**src/rtl/vcap_evt_pkg.sv**
```systemverilog
package vcap_evt_pkg;
    localparam int NUM_EVT = 3;
    localparam int EV_CC   = 0;
    localparam int EV_THR  = 1;
    localparam int EV_BWE  = 2;
    localparam int ST_FLD  = NUM_EVT;
    localparam int ST_CEN  = NUM_EVT + 1;
    localparam int STAT_W  = NUM_EVT + 2;
endpackage

```
**src/rtl/vcap_thr_detect.sv**
```systemverilog
module vcap_thr_detect #(
    parameter int LINE_W = 11
) (
    input  logic              clk,
    input  logic              rst_n,
    input  logic [LINE_W-1:0] line_cur_i,
    input  logic [LINE_W-1:0] line_thr_i,
    output logic              hit_o
);
    typedef struct packed {
        logic              vld;
        logic [LINE_W-1:0] prev;
    } thr_state_t;

    thr_state_t st_d, st_q;
    logic       line_moved;

    always_comb begin
        st_d       = st_q;
        line_moved = !st_q.vld || (line_cur_i != st_q.prev);
        hit_o      = line_moved && (line_cur_i == line_thr_i);
        st_d.vld   = 1'b1;
        st_d.prev  = line_cur_i;
    end

    always_ff @(posedge clk or negedge rst_n) begin
        if (!rst_n) st_q <= '0;
        else        st_q <= st_d;
    end
endmodule

```
**src/rtl/vcap_sticky_flags.sv**
```systemverilog
module vcap_sticky_flags #(
    parameter int N = 3
) (
    input  logic         clk,
    input  logic         rst_n,
    input  logic [N-1:0] set_i,
    input  logic [N-1:0] clr_i,
    output logic [N-1:0] flag_o,
    output logic [N-1:0] flag_nxt_o
);
    typedef struct packed {
        logic [N-1:0] flag;
    } flg_state_t;

    flg_state_t   st_d, st_q;
    logic [N-1:0] bit_nxt;

    for (genvar i = 0; i < N; i++) begin : g_bit
        // set has priority over clear
        assign bit_nxt[i] = set_i[i] | (st_q.flag[i] & ~clr_i[i]);
    end

    always_comb begin
        st_d      = st_q;
        st_d.flag = bit_nxt;
    end

    always_ff @(posedge clk or negedge rst_n) begin
        if (!rst_n) st_q <= '0;
        else        st_q <= st_d;
    end

    assign flag_o     = st_q.flag;
    assign flag_nxt_o = st_d.flag;
endmodule

```
**src/rtl/vcap_field_track.sv**
```systemverilog
module vcap_field_track (
    input  logic clk,
    input  logic rst_n,
    input  logic field_odd_i,
    input  logic vblank_start_i,
    output logic field2_o
);
    typedef struct packed {
        logic fld;
    } fld_state_t;

    fld_state_t st_d, st_q;

    always_comb begin
        st_d = st_q;
        if (vblank_start_i) st_d.fld = field_odd_i;
    end

    always_ff @(posedge clk or negedge rst_n) begin
        if (!rst_n) st_q <= '0;
        else        st_q <= st_d;
    end

    assign field2_o = st_q.fld;
endmodule

```
**src/rtl/vcap_evt_ctrl.sv**
```systemverilog
module vcap_evt_ctrl
    import vcap_evt_pkg::*;
#(
    parameter int LINE_W = 11
) (
    input  logic              clk,
    input  logic              rst_n,
    input  logic              cap_done_i,
    input  logic [LINE_W-1:0] line_cur_i,
    input  logic [LINE_W-1:0] line_thr_i,
    input  logic              ovf_i,
    input  logic              field_odd_i,
    input  logic              vblank_start_i,
    input  logic              ctl_wr_i,
    input  logic              ctl_cap_en_i,
    input  logic [NUM_EVT-1:0] ctl_ie_i,
    input  logic [NUM_EVT-1:0] ctl_ack_i,
    output logic [STAT_W-1:0] status_o,
    output logic              irq_o,
    output logic              cap_start_o
);
    typedef struct packed {
        logic               cap_en;
        logic [NUM_EVT-1:0] ie;
        logic               start;
        logic               irq;
    } top_state_t;

    top_state_t         st_d, st_q;
    logic               thr_hit;
    logic               field2;
    logic [NUM_EVT-1:0] ev_set;
    logic [NUM_EVT-1:0] ev_clr;
    logic [NUM_EVT-1:0] flags;
    logic [NUM_EVT-1:0] flags_nxt;

    vcap_thr_detect #(.LINE_W(LINE_W)) u_thr (
        .clk        (clk),
        .rst_n      (rst_n),
        .line_cur_i (line_cur_i),
        .line_thr_i (line_thr_i),
        .hit_o      (thr_hit)
    );

    vcap_sticky_flags #(.N(NUM_EVT)) u_flags (
        .clk        (clk),
        .rst_n      (rst_n),
        .set_i      (ev_set),
        .clr_i      (ev_clr),
        .flag_o     (flags),
        .flag_nxt_o (flags_nxt)
    );

    vcap_field_track u_fld (
        .clk            (clk),
        .rst_n          (rst_n),
        .field_odd_i    (field_odd_i),
        .vblank_start_i (vblank_start_i),
        .field2_o       (field2)
    );

    always_comb begin
        ev_set         = '0;
        ev_set[EV_CC]  = cap_done_i & st_q.cap_en;
        ev_set[EV_THR] = thr_hit;
        ev_set[EV_BWE] = ovf_i;
        ev_clr         = ctl_wr_i ? ctl_ack_i : '0;
    end

    always_comb begin
        st_d = st_q;
        if (ctl_wr_i) begin
            st_d.cap_en = ctl_cap_en_i;
            st_d.ie     = ctl_ie_i;
        end
        st_d.start = ctl_wr_i & ctl_ack_i[EV_CC];
        st_d.irq   = |(flags_nxt & st_d.ie);
    end

    always_ff @(posedge clk or negedge rst_n) begin
        if (!rst_n) st_q <= '0;
        else        st_q <= st_d;
    end

    always_comb begin
        status_o                = '0;
        status_o[NUM_EVT-1:0]   = flags;
        status_o[ST_FLD]        = field2;
        status_o[ST_CEN]        = st_q.cap_en;
    end

    assign irq_o       = st_q.irq;
    assign cap_start_o = st_q.start;
endmodule

```
**config.mk**
```make
export PLATFORM = sky130hd
export DESIGN_NAME = vcap_evt_ctrl
export DESIGN_NICKNAME = d
export VERILOG_FILES = /design/src/rtl/vcap_evt_pkg.sv /design/src/rtl/vcap_thr_detect.sv /design/src/rtl/vcap_sticky_flags.sv /design/src/rtl/vcap_field_track.sv /design/src/rtl/vcap_evt_ctrl.sv
export SDC_FILE = /design/constraint.sdc
export NUM_CORES = 1
export LEC_CHECK = 0
export BUFFER_PORTS_ARGS = -buffer_cell sky130_fd_sc_hd__buf_2
export CAP_MARGIN = 20
export CORE_ASPECT_RATIO = 1.2
export CORE_MARGIN = 5
export CORE_UTILIZATION = 49
export DETAILED_ROUTE_END_ITERATION = 8
export PLACE_DENSITY = 0.84
export SLEW_MARGIN = 25
export SYNTH_ARGS = -nofsm -noshare
export SYNTH_HDL_FRONTEND = slang
export SYNTH_SLANG_ARGS = --single-unit
export TNS_END_PERCENT = 30
```
**constraint.sdc**
```tcl
create_clock -name clk -period 2.1 [get_ports clk]
set_clock_uncertainty 0.05 [all_clocks]
set_input_delay 0.21 -clock clk [delete_from_list [all_inputs] [get_ports clk]]
set_output_delay 0.21 -clock clk [all_outputs]
set_load 0.02 [all_outputs]
```
## Yosys cells after proc, flatten, opt, wreduce, memory -nomap -nowiden

Cells that the tools add are included.

| cells by class | value |
|---|---|
| eq/ne operators | 2 |
| muxes and demuxes | 2 |
| bitwise gates (word level) | 12 |
| reduce and logical (&&, ||, !) cells | 4 |

Operator list:

| operator | count |
|---|---|
| $eq A11 B11 Y1 | 1 |
| $ne A11 B11 Y1 | 1 |
| $mux W3 | 2 |
| $and A1 B1 Y1 | 5 |
| $and A3 B3 Y3 | 1 |
| $not A1 Y1 | 3 |
| $or A1 B1 Y1 | 3 |
| $reduce_or A3 Y1 | 1 |
| $logic_and A1 B1 Y1 | 1 |
| $logic_not A1 Y1 | 1 |
| $logic_or A1 B1 Y1 | 1 |

| storage, ports and cells | value |
|---|---|
| register bits after elaboration | 22 |
| bits of input ports | 36 |
| output and inout port bits | 7 |
| logic and storage cells | 28 |

## Depth between registers and ports, before layout

Gate-level depths: netlist of the first run.

| logic depth | value |
|---|---|
| word-level depth | 6 |
| depth in mapped cells | 5 |
| depth with buffers taken out | 4 |

## Cells and area by module

A second synthesis of the first run with hierarchy kept.

| unflattened totals | value |
|---|---|
| cell total of the unflattened synthesis | 73 |
| area total of the unflattened synthesis | 964.7 sq um |

By module, submodules not included:

| module | instances | cells each | area an instance (sq um) | seq. area each (sq um) |
|---|---|---|---|---|
| vcap_thr_detect | 1 | 44 | 559.3 | 300.3 |
| vcap_evt_ctrl | 1 | 18 | 256.5 | 150.1 |
| vcap_sticky_flags | 1 | 9 | 108.9 | 75.1 |
| vcap_field_track | 1 | 2 | 40.0 | 25.0 |

## Worst setup path before layout of the first run

Ideal clock, no wire load.

| timing | value |
|---|---|
| kind | input to register |
| from | input port ctl_wr_i |
| to | register st_q, in the netlist irq_o |
| setup time | 0.129 ns |
| data arrival time | 1.016 ns |
| required time | 1.921 ns |
| path slack | 0.906 ns |
| stages | 5 |
| buffers on the path | 1 |
| cell sequence | buf_6 -> mux2_4 -> and3_4 -> a221oi_2 -> o21ai_1 |

RTL lines:

| item | RTL line | source |
|---|---|---|
| start: declaration | vcap_evt_ctrl.sv:14 | `input logic ctl_wr_i,` |
| end signal: assignment | vcap_evt_ctrl.sv:82 | `else st_q <= st_d;` |
| end: declaration | vcap_evt_ctrl.sv:29 | `top_state_t st_d, st_q;` |

==> results.toml, run 1 <==
[status]
outcome = "completed"

[routing]
drtPass1Iterations = 2
route.met2.wl_um = 1050
ant_nets = 0
wirelength_met1_um = 752
vias_per_cell = 5.02
first_iter_violations = 4
wl_per_cell_um = 13.8
wirelength_um = 2050
vias = 743
drc = 0
wl_met3_um = 217
topRoutingLayerUsed = "met4"

[layout]
syn2layout_area_growth_pct = 37.7
final_area_sq_mm = 0.00133
fin_nets = 166
final_util_pct = 71.8
drive_gt1_share_pct = 42.6
antenna_cells = 0

[timing]
hold_violations = 0
finalCritPeriodShare_pct = 76.2
max_freq_ghz = 0.625
maxSlewViolCount = 0
tns_ns = 0
rsz0062_at_grt = "no"
fin_crit_ns = 1.60
setup_viol = 0

[synth]
syn_inst = 74
syn_nets = 110
async_flop_share_pct = 100
synth_area_leaders = "dfrtp_1 57%, xnor2_1 10%, xor2_1 10%"
ys_ff_latch = 22
yosysTopAreaCell = "dfrtp_1"
synth-edff-count = 0
ys.flop_type = "dfrtp_1"
synth_area_sq_um = 965
syn_avg_cell_area_sq_um = 13.0
seq_area_frac_synth_pct = 57.1
synth.distinct_cells = 20
synth_top_area_share_pct = 57.1
yosysWarnings = 0

[worst_setup_path]
criticalPathCategory = "in -> reg"
crit_required_ns = 2.30
startpoint_type = "input port"
r2r_setup_slack_ns = 0.83
critPathCaptureType = "register"
endpoint = "irq_o$_DFF_PN0_"
path_max_fanout = 3
arrival_ns = 1.80
r2r_start = "st_q[3]$_DFF_PN0_"
crit_start = "line_cur_i[3]"
reg2reg_depth = 4
reg2reg_to = "irq_o$_DFF_PN0_"

[clocking]
cts_made_buffers = 3
root_buffer = "clkbuf_4"
cts_resized = 0
post-cts-setup-buffers = 0
cts.sinks = 22
hold_buffers = 11
cts_buffer_depth = 2
clk_pin_slew_ns = 0.12
worst_skew_pair.late_latency_ns = 0.31
htreeDepth = 1
cts_tree = "done"

[floorplanning]
die_x_um = 50.5
die_area_sq_mm = 0.00296
std_cell_rows = 17
io_pins = 43
chipHeight_um = 58.6
initial_core_util_pct = 52.1
core_sq_mm = 0.00185

[pwr]
power_leakage_nw = 0.629
ir_drop_uv = 508
powerDensity_mw_per_mm2 = 654

[global_routing]
grt_antenna_before_repair = 0
grt_pass1_vias = 798
grt_max_degree = 23
overflow = 0
grt_usage_pct = 15.4
grt_pass1_wl_um = 3480

[placed_design]
port_buffers = 42
gp_congestion = 0.778
dpl.hpwl_um = 1560
place_area_sq_mm = 0.00117

[job]
cap_violations = 0

[worst_hold_path]
hp-class = "in -> reg"
==> power breakdown <==
part / switching, mW / internal [mW] / leakage, nW
clock: 0.128 / 0.106 / 0.0210
combinational: 0.0826 / 0.0886 / 0.350
sequential: 0.0117 / 0.453 / 0.258
==> cells in the final DEF, fill, tap and decap left out, types with 2 or more instances in the layout <==
| cell | count |
|---|---|
| buf_2 | 42 |
| dfrtp_1 | 22 |
| dlygate4sd3_1 | 12 |
| xnor2_1 | 11 |
| xor2_1 | 11 |
| nand4_1 | 4 |
| nand2_1 | 4 |
| mux2_2 | 4 |
| clkbuf_4 | 3 |
| nor3_1 | 2 |
| nor4_1 | 2 |
| o21ai_1 | 2 |
==> synth_stat cells (2+ instances only) <==
master / number
buf_4: 2
dfrtp_1: 22
mux2_2: 4
nand2_1: 4
nand4_1: 4
nor3_1: 2
nor4_1: 2
o21ai_1: 2
xnor2_1: 11
xor2_1: 11
==> through the flow <==
step | worst slack [ns] | hold WS (ns) | cells | power (mW)
floorplan | 0.906 | -0.136 | 74 | 0.560
global placement | 0.766 | 0.141 | 132 | 0.622
detailed placement | 0.765 | 0.149 | 132 | 0.629
CTS | 0.548 | 0.00378 | 147 | 0.873
global route | 0.350 | 0.0598 | 148 | 0.922
finish | 0.499 | 0.0623 | 148 | 0.869
==> registers in the layout, summed over array words and instances (netlist names) <==
| name | cells |
|---|---|
| u_thr.st_q | 12 |
| irq_o | 1 |
| u_flags.flag_o | 3 |
| u_fld.field2_o | 1 |
| st_q | 3 |
| status_o | 1 |
| cap_start_o | 1 |
==> logic make-up (layout without fill, tap and decap cells) <==
group                  count (synthesis)  after routing  share of synthesized area, %
XOR/XNOR                              22             22                          20.0
flip-flops                            22             22                          57.1
AND/OR/NAND/NOR                       15             15                          8.95
AO/OA/AOI/OAI                          5              5                          4.28
multiplexers                           5              5                          6.22
buffers and inverters                  4             59                          3.11
other                                  1              1                         0.389
==> cell type report <==
| cell class | count | area, sq um |
|---|---|---|
| Multi-Input combinational cell | 48 | 384 |
| Inverter | 1 | 3.75 |
| Sequential cell | 22 | 551 |
| Fill cell | 142 | 522 |
| Clock buffer | 4 | 36.3 |
| Timing Repair Buffer | 54 | 330 |
| Tap cell | 19 | 23.8 |
==> worst max-delay path: stages <==
cell	delay (ns)
dlygate4sd3_1	0.54
buf_2	0.15
xor2_1	0.16
nor4_1	0.44
nand4_1	0.16
o21ai_1	0.14
==> worst min-delay path by stage <==
stage	to	cells past startpoint	from
finish	u_flags.flag_o[2]$_DFF_PN0_	2	ovf_i
global route	u_fld.field2_o$_DFFE_PN0P_	2	field_odd_i
CTS	u_thr.st_q[9]$_DFF_PN0_	1	line_cur_i[9]
detailed placement	u_flags.flag_o[0]$_DFF_PN0_	1	rst_n
global placement	cap_start_o$_DFF_PN0_	1	rst_n
floorplan	cap_start_o$_DFF_PN0_	0	rst_n
==> routing by layer <==
layer,vias up,GRT usage (%)
met5,-,0
met1,346,17.2
met2,37,27.5
met4,0,5.47
li1,358,-
met3,2,4.30
Power figures use the tool's default switching activity.
==> run 2, diff against run 1 <==
--- a/config.mk
+++ b/config.mk
@@ -5,13 +5,14 @@
 export SDC_FILE = /design/constraint.sdc
 export NUM_CORES = 1
 export LEC_CHECK = 0
+export ABC_AREA = 1
 export BUFFER_PORTS_ARGS = -buffer_cell sky130_fd_sc_hd__buf_2
 export CAP_MARGIN = 20
 export CORE_ASPECT_RATIO = 1.2
 export CORE_MARGIN = 5
-export CORE_UTILIZATION = 49
+export CORE_UTILIZATION = 47
 export DETAILED_ROUTE_END_ITERATION = 8
-export PLACE_DENSITY = 0.84
+export PLACE_DENSITY = 0.78
 export SLEW_MARGIN = 25
 export SYNTH_ARGS = -nofsm -noshare
 export SYNTH_HDL_FRONTEND = slang
==> constraint.sdc (replaced) <==
create_clock -name clk -period 1.5 [get_ports clk]
set_clock_uncertainty 0.05 [all_clocks]
set_input_delay 0.15 -clock clk [delete_from_list [all_inputs] [get_ports clk]]
set_output_delay 0.15 -clock clk [all_outputs]
set_load 0.02 [all_outputs]
==> run 2 against run 1 <==
- sequential share of layout area is 5.0 points lower
- final cell count is 57% higher
- total power is 41% higher
- core utilization is 5.6 points lower
- critical endpoint unchanged
- highest routed layer unchanged
==> results.toml, run 2 <==
[worst_setup_path]
slowest_delay_ns = 0.54
critPathCaptureType = "register"
path_max_fanout = 4
crit_family = "buffers and inverters"
path_buf_inv = 3
cpMaxStageDelayCell = "dlygate4sd3_1"
criticalPathCategory = "in -> reg"
path_cells = "dlygate4sd3_1 -> buf_2 -> inv_1 -> nand2_1 -> nand2_1 -> nand2_1 -> nor2_1 -> nand2_1 -> nor2_1 -> nand2_1 -> nand2_2 -> nand2_1 -> nand2_1"
arrival_ns = 1.53
crit_required_ns = 1.69
cpMostUsedCell = "nand2_1"
startpoint_type = "input port"

[timing]
fin_crit_ns = 1.34
hold_violations = 0
setup_viol = 0
max_freq_ghz = 0.747
maxSlewViolCount = 0
finalCritPeriodShare_pct = 89.2
fin_hold_ws_ns = 0.0253
rsz0062_at_grt = "no"
tns_ns = 0

[pwr]
powerDensity_mw_per_mm2 = 811
power_leakage_nw = 0.896
ir_drop_uv = 543

[synth]
ys_ff_latch = 22
yosysMostFrequentCell = "nand2_1"
synth_area_sq_mm = 0.00111
syn_inst = 144
syn_avg_cell_area_sq_um = 7.72
syn_nets = 180
synth.distinct_cells = 20
synth-edff-count = 0
seq_area_frac_synth_pct = 49.5
yosysTopAreaCell = "dfrtp_1"
ys.flop_type = "dfrtp_1"
synth_area_leaders = "dfrtp_1 49%, nand2_1 20%, inv_1 9.1%"
async_flop_share_pct = 100
yosysWarnings = 0
synth_commonest_cells = "59 x nand2_1, 27 x inv_1, 22 x dfrtp_1"
synth_top_area_share_pct = 49.5

[routing]
ant_nets = 0
wirelength_um = 2510
drc = 0
vias = 1026
drtPass1Iterations = 4
vias_per_cell = 4.42
wl_per_cell_um = 10.8
first_iter_violations = 24

[clocking]
root_buffer = "clkbuf_4"
worst_skew_pair.late_latency_ns = 0.30
cts_resized = 0
cts.sinks = 22
clk_pin_slew_ns = 0.12
cts_tree = "done"
cts_buffer_depth = 2
cts_made_buffers = 3
post-cts-setup-buffers = 0
htreeDepth = 1

[layout]
syn2layout_area_growth_pct = 35.9
regMostFlops = "u_thr.st_q"
fillers = 205
final_cell_mix = "59 x nand2_1, 42 x buf_2, 27 x inv_1"
largest_reg_flops = 12
final_area_sq_mm = 0.00151
fin_nets = 238
antenna_cells = 0
final_util_pct = 66.2
drive_gt1_share_pct = 26.9
final_common_cell = "nand2_1"

[floorplanning]
die_area_sq_mm = 0.00344
chipHeight_um = 63.3
die_x_um = 54.4
core_sq_mm = 0.00228
io_pins = 43
initial_core_util_pct = 48.7
std_cell_rows = 19

[placed_design]
place_area_sq_mm = 0.00134
port_buffers = 42
gp_congestion = 0.769
dpl.hpwl_um = 1940

[global_routing]
overflow = 0
grt_pass1_vias = 1105
grt_usage_pct = 16.1
grt_antenna_before_repair = 0
grt_max_degree = 23
grt_pass1_wl_um = 4140

[job]
cap_violations = 0

[status]
outcome = "completed"

[worst_hold_path]
hp-class = "in -> reg"
==> run 2: final timing paths <==
check                                             end                        from  cells past startpoint  slack, ns
setup reg to reg                      irq_o$_DFF_PN0_     u_thr.st_q[6]$_DFF_PN0_                     10       0.35
setup / recovery                      irq_o$_DFF_PN0_               line_cur_i[8]                     13       0.16
max in group asynchronous     u_thr.st_q[8]$_DFF_PN0_                       rst_n                      2       0.79
min in group asynchronous     u_thr.st_q[5]$_DFF_PN0_                       rst_n                      2       0.28
hold reg to reg            u_fld.field2_o$_DFFE_PN0P_  u_fld.field2_o$_DFFE_PN0P_                      1       0.47
hold / removal             u_fld.field2_o$_DFFE_PN0P_                 field_odd_i                      2       0.03
==> run 2: power breakdown <==
part | internal (mW) | switching [mW]
logic | 0.124 | 0.136
registers | 0.633 | 0.0175
clock network | 0.148 | 0.167
total | 0.905 | 0.321
==> run 2: through the flow <==
step	power [mW]	instances	setup slack [ns]
floorplan	0.794	144	0.410
global placement	0.884	214	0.404
detailed placement	0.896	214	0.361
CTS	1.24	232	0.170
global route	1.31	232	0.00629
finish	1.23	232	0.161
==> run 2: repair_timing <==
item,in CTS,in global routing
endpoints found under the hold margin,35,0
endpoints found under the setup margin,0,0
hold buffers,14,0
==> run 2: cells by family after synthesis <==
family | share of synthesized area (%)
other cells | 0.337
simple gates | 24.9
buf+inv | 12.8
flops | 49.5
compound gates | 3.37
mux | 4.39
xor+xnor | 4.72
==> run 2: layout make-up <==
type                    count  area [sq um]  area share (%)
inverters                  31           116            7.70
well taps                  31          38.8            2.57
repair buffers             56           350            23.2
multi-input cells          88           419            27.7
clock buffers               4          36.3            2.40
flip-flops and latches     22           551            36.4
==> run 2: per-layer routing <==
layer	GRT usage (%)	up-vias	part of all wire (%)
li1	-	531	-
met1	16.2	466	42
met2	30.7	27	53
met3	2.83	2	5.0
met4	5.61	0	0.64
met5	0	-	0
==> run 3, diff against run 2 <==
--- a/config.mk
+++ b/config.mk
@@ -13,6 +13,7 @@
 export CORE_UTILIZATION = 47
 export DETAILED_ROUTE_END_ITERATION = 8
 export PLACE_DENSITY = 0.78
+export RECOVER_POWER = 50
 export SLEW_MARGIN = 25
 export SYNTH_ARGS = -nofsm -noshare
 export SYNTH_HDL_FRONTEND = slang
==> run 3 against run 2 <==
- first-iteration DRC count fell by 42%
- register-to-register slack barely moved
- design area fell by 0.66%
- core utilization fell by 0.44 points
- critical path type unchanged
- clock power barely moved
- combinational power barely moved
==> results.toml, run 3 (synthesis results as in run 2) <==
[floorplanning]
die_x_um = 54.4
core_sq_mm = 0.00228
std_cell_rows = 19
initial_core_util_pct = 48.7
die_area_sq_mm = 0.00344
chipHeight_um = 63.3
io_pins = 43

[pwr]
power_leakage_nw = 0.874
ir_drop_uv = 544
clkPwrFrac_pct = 25.8
p_seq_share_pct = 53.2
p_comb_share_pct = 21.0
powerDensity_mw_per_mm2 = 815
netSwitchingFraction_pct = 26.3
netSwitchingPower_mw = 0.322
internal-power_mw = 0.902

[timing]
hold_violations = 0
tns_ns = 0
finalCritPeriodShare_pct = 90.3
max_freq_ghz = 0.738
fin_crit_ns = 1.35
maxSlewHeadroom_pct = 64.8
worst_slew_pin_slew_ns = 0.528
setup_viol = 0
maxSlewViolCount = 0
rsz0062_at_grt = "no"

[layout]
drive_gt1_share_pct = 22.9
syn2layout_area_growth_pct = 35.0
fillers = 212
final_area_sq_mm = 0.00150
multi_input_area_sq_um = 419
seqCellArea_sq_um = 551
largest_reg_flops = 12
final_cell_mix = "59 x nand2_1, 33 x buf_2, 27 x inv_1"
antenna_cells = 0
regMostFlops = "u_thr.st_q"
final_common_cell = "nand2_1"
fin_nets = 238

[global_routing]
grt.busiest_layer = "met2"
grt_pass1_wl_um = 4140
grt_max_degree = 23
gr-usage-met3_pct = 2.83
grt_pass1_vias = 1105
grt_use_met1_pct = 16.2
overflow = 0
grt_antenna_before_repair = 0
grt_usage_pct = 16.1
use_met2_pct = 30.7

[placed_design]
place_area_sq_mm = 0.00134
port_buffers = 42
dpl.hpwl_um = 1940
gp_congestion = 0.769

[clocking]
cts_tree = "done"
cts_made_buffers = 3
post-cts-setup-buffers = 0
htreeDepth = 1
clk_pin_slew_ns = 0.12
worst_skew_pair.late_latency_ns = 0.30
cts_resized = 0
root_buffer = "clkbuf_4"
cts_buffer_depth = 2
hold_buffers = 14
cts.sinks = 22

[routing]
vias_per_cell = 4.45
wl_per_cell_um = 10.8
first_iter_violations = 14
ant_nets = 0
wirelength_um = 2510
drtPass1Iterations = 4
drc = 0
vias = 1033

[status]
outcome = "completed"

[worst_setup_path]
startpoint_type = "input port"
critPathCaptureType = "register"
arrival_ns = 1.55
criticalPathCategory = "in -> reg"
crit_required_ns = 1.69
path_max_fanout = 4

[job]
cap_violations = 0

[worst_hold_path]
hp-class = "in -> reg"
==> run 3: changes by cell type in the layout (fill, tap and decap cells not counted) <==
cell	previous run	this run
buf_2	42	33
clkbuf_1	0	8
clkbuf_2	0	1
o21ai_0	0	1
o21ai_1	1	0
==> run 3: per-layer routing <==
layer	part of all wire (%)	wire, um
met4	0.64	16
met3	5.0	125
met1	42	1050
met2	53	1320
met5	0	0
==> run 3: path summary, 6_finish.rpt <==
| check | cells after the start | slack, ns | endpoint | from |
|---|---|---|---|---|
| worst max register to register | 10 | 0.35 | irq_o$_DFF_PN0_ | u_thr.st_q[6]$_DFF_PN0_ |
| min in group asynchronous | 2 | 0.30 | u_thr.st_q[5]$_DFF_PN0_ | rst_n |
| worst min-delay path | 2 | 0.03 | u_fld.field2_o$_DFFE_PN0P_ | field_odd_i |
| worst max-delay path | 10 | 0.15 | irq_o$_DFF_PN0_ | line_cur_i[10] |
| worst min register to register | 1 | 0.47 | u_fld.field2_o$_DFFE_PN0P_ | u_fld.field2_o$_DFFE_PN0P_ |
| max in group asynchronous | 2 | 0.74 | u_thr.st_q[8]$_DFF_PN0_ | rst_n |
==> run 3: cell type report <==
type / instances / share of cell area (%)
Timing Repair Buffer: 56 / 22.7
Inverter: 31 / 7.75
Sequential cell: 22 / 36.7
Multi-Input combinational cell: 88 / 27.9
Tap cell: 31 / 2.58
Clock buffer: 4 / 2.42
==> run 3: metrics by stage <==
step / worst slack, ns / utilization [%] / cells / hold slack (ns) / power, mW
3_3_place_gp: 0.404 / 58.5 / 214 / 0.0866 / 0.884
5_1_grt: 0.00629 / 65.8 / 232 / 0.0177 / 1.30
4_1_cts: 0.170 / 66.2 / 232 / 0.0143 / 1.24
6_report: 0.145 / 65.8 / 232 / 0.0254 / 1.22
3_5_place_dp: 0.361 / 58.5 / 214 / 0.0833 / 0.896
2_1_floorplan: 0.410 / - / 144 / -0.196 / 0.794
==> run 3: power groups by stage <==
stage	registers [mW]	logic, mW	clock network, mW
floorplan	0.674	0.120	0
global placement	0.660	0.224	0
detailed placement	0.663	0.233	0
CTS	0.652	0.262	0.330
global route	0.657	0.288	0.358
finish	0.651	0.257	0.316
==> run 3: critical path, stage by stage <==
cell,delay (ns)
dlygate4sd3_1,0.54
clkbuf_1,0.15
xor2_1,0.18
nor2_1,0.15
nand2_1,0.07
nor2_1,0.08
nand2_1,0.07
nand2_2,0.06
nand2_1,0.05
nand2_1,0.05
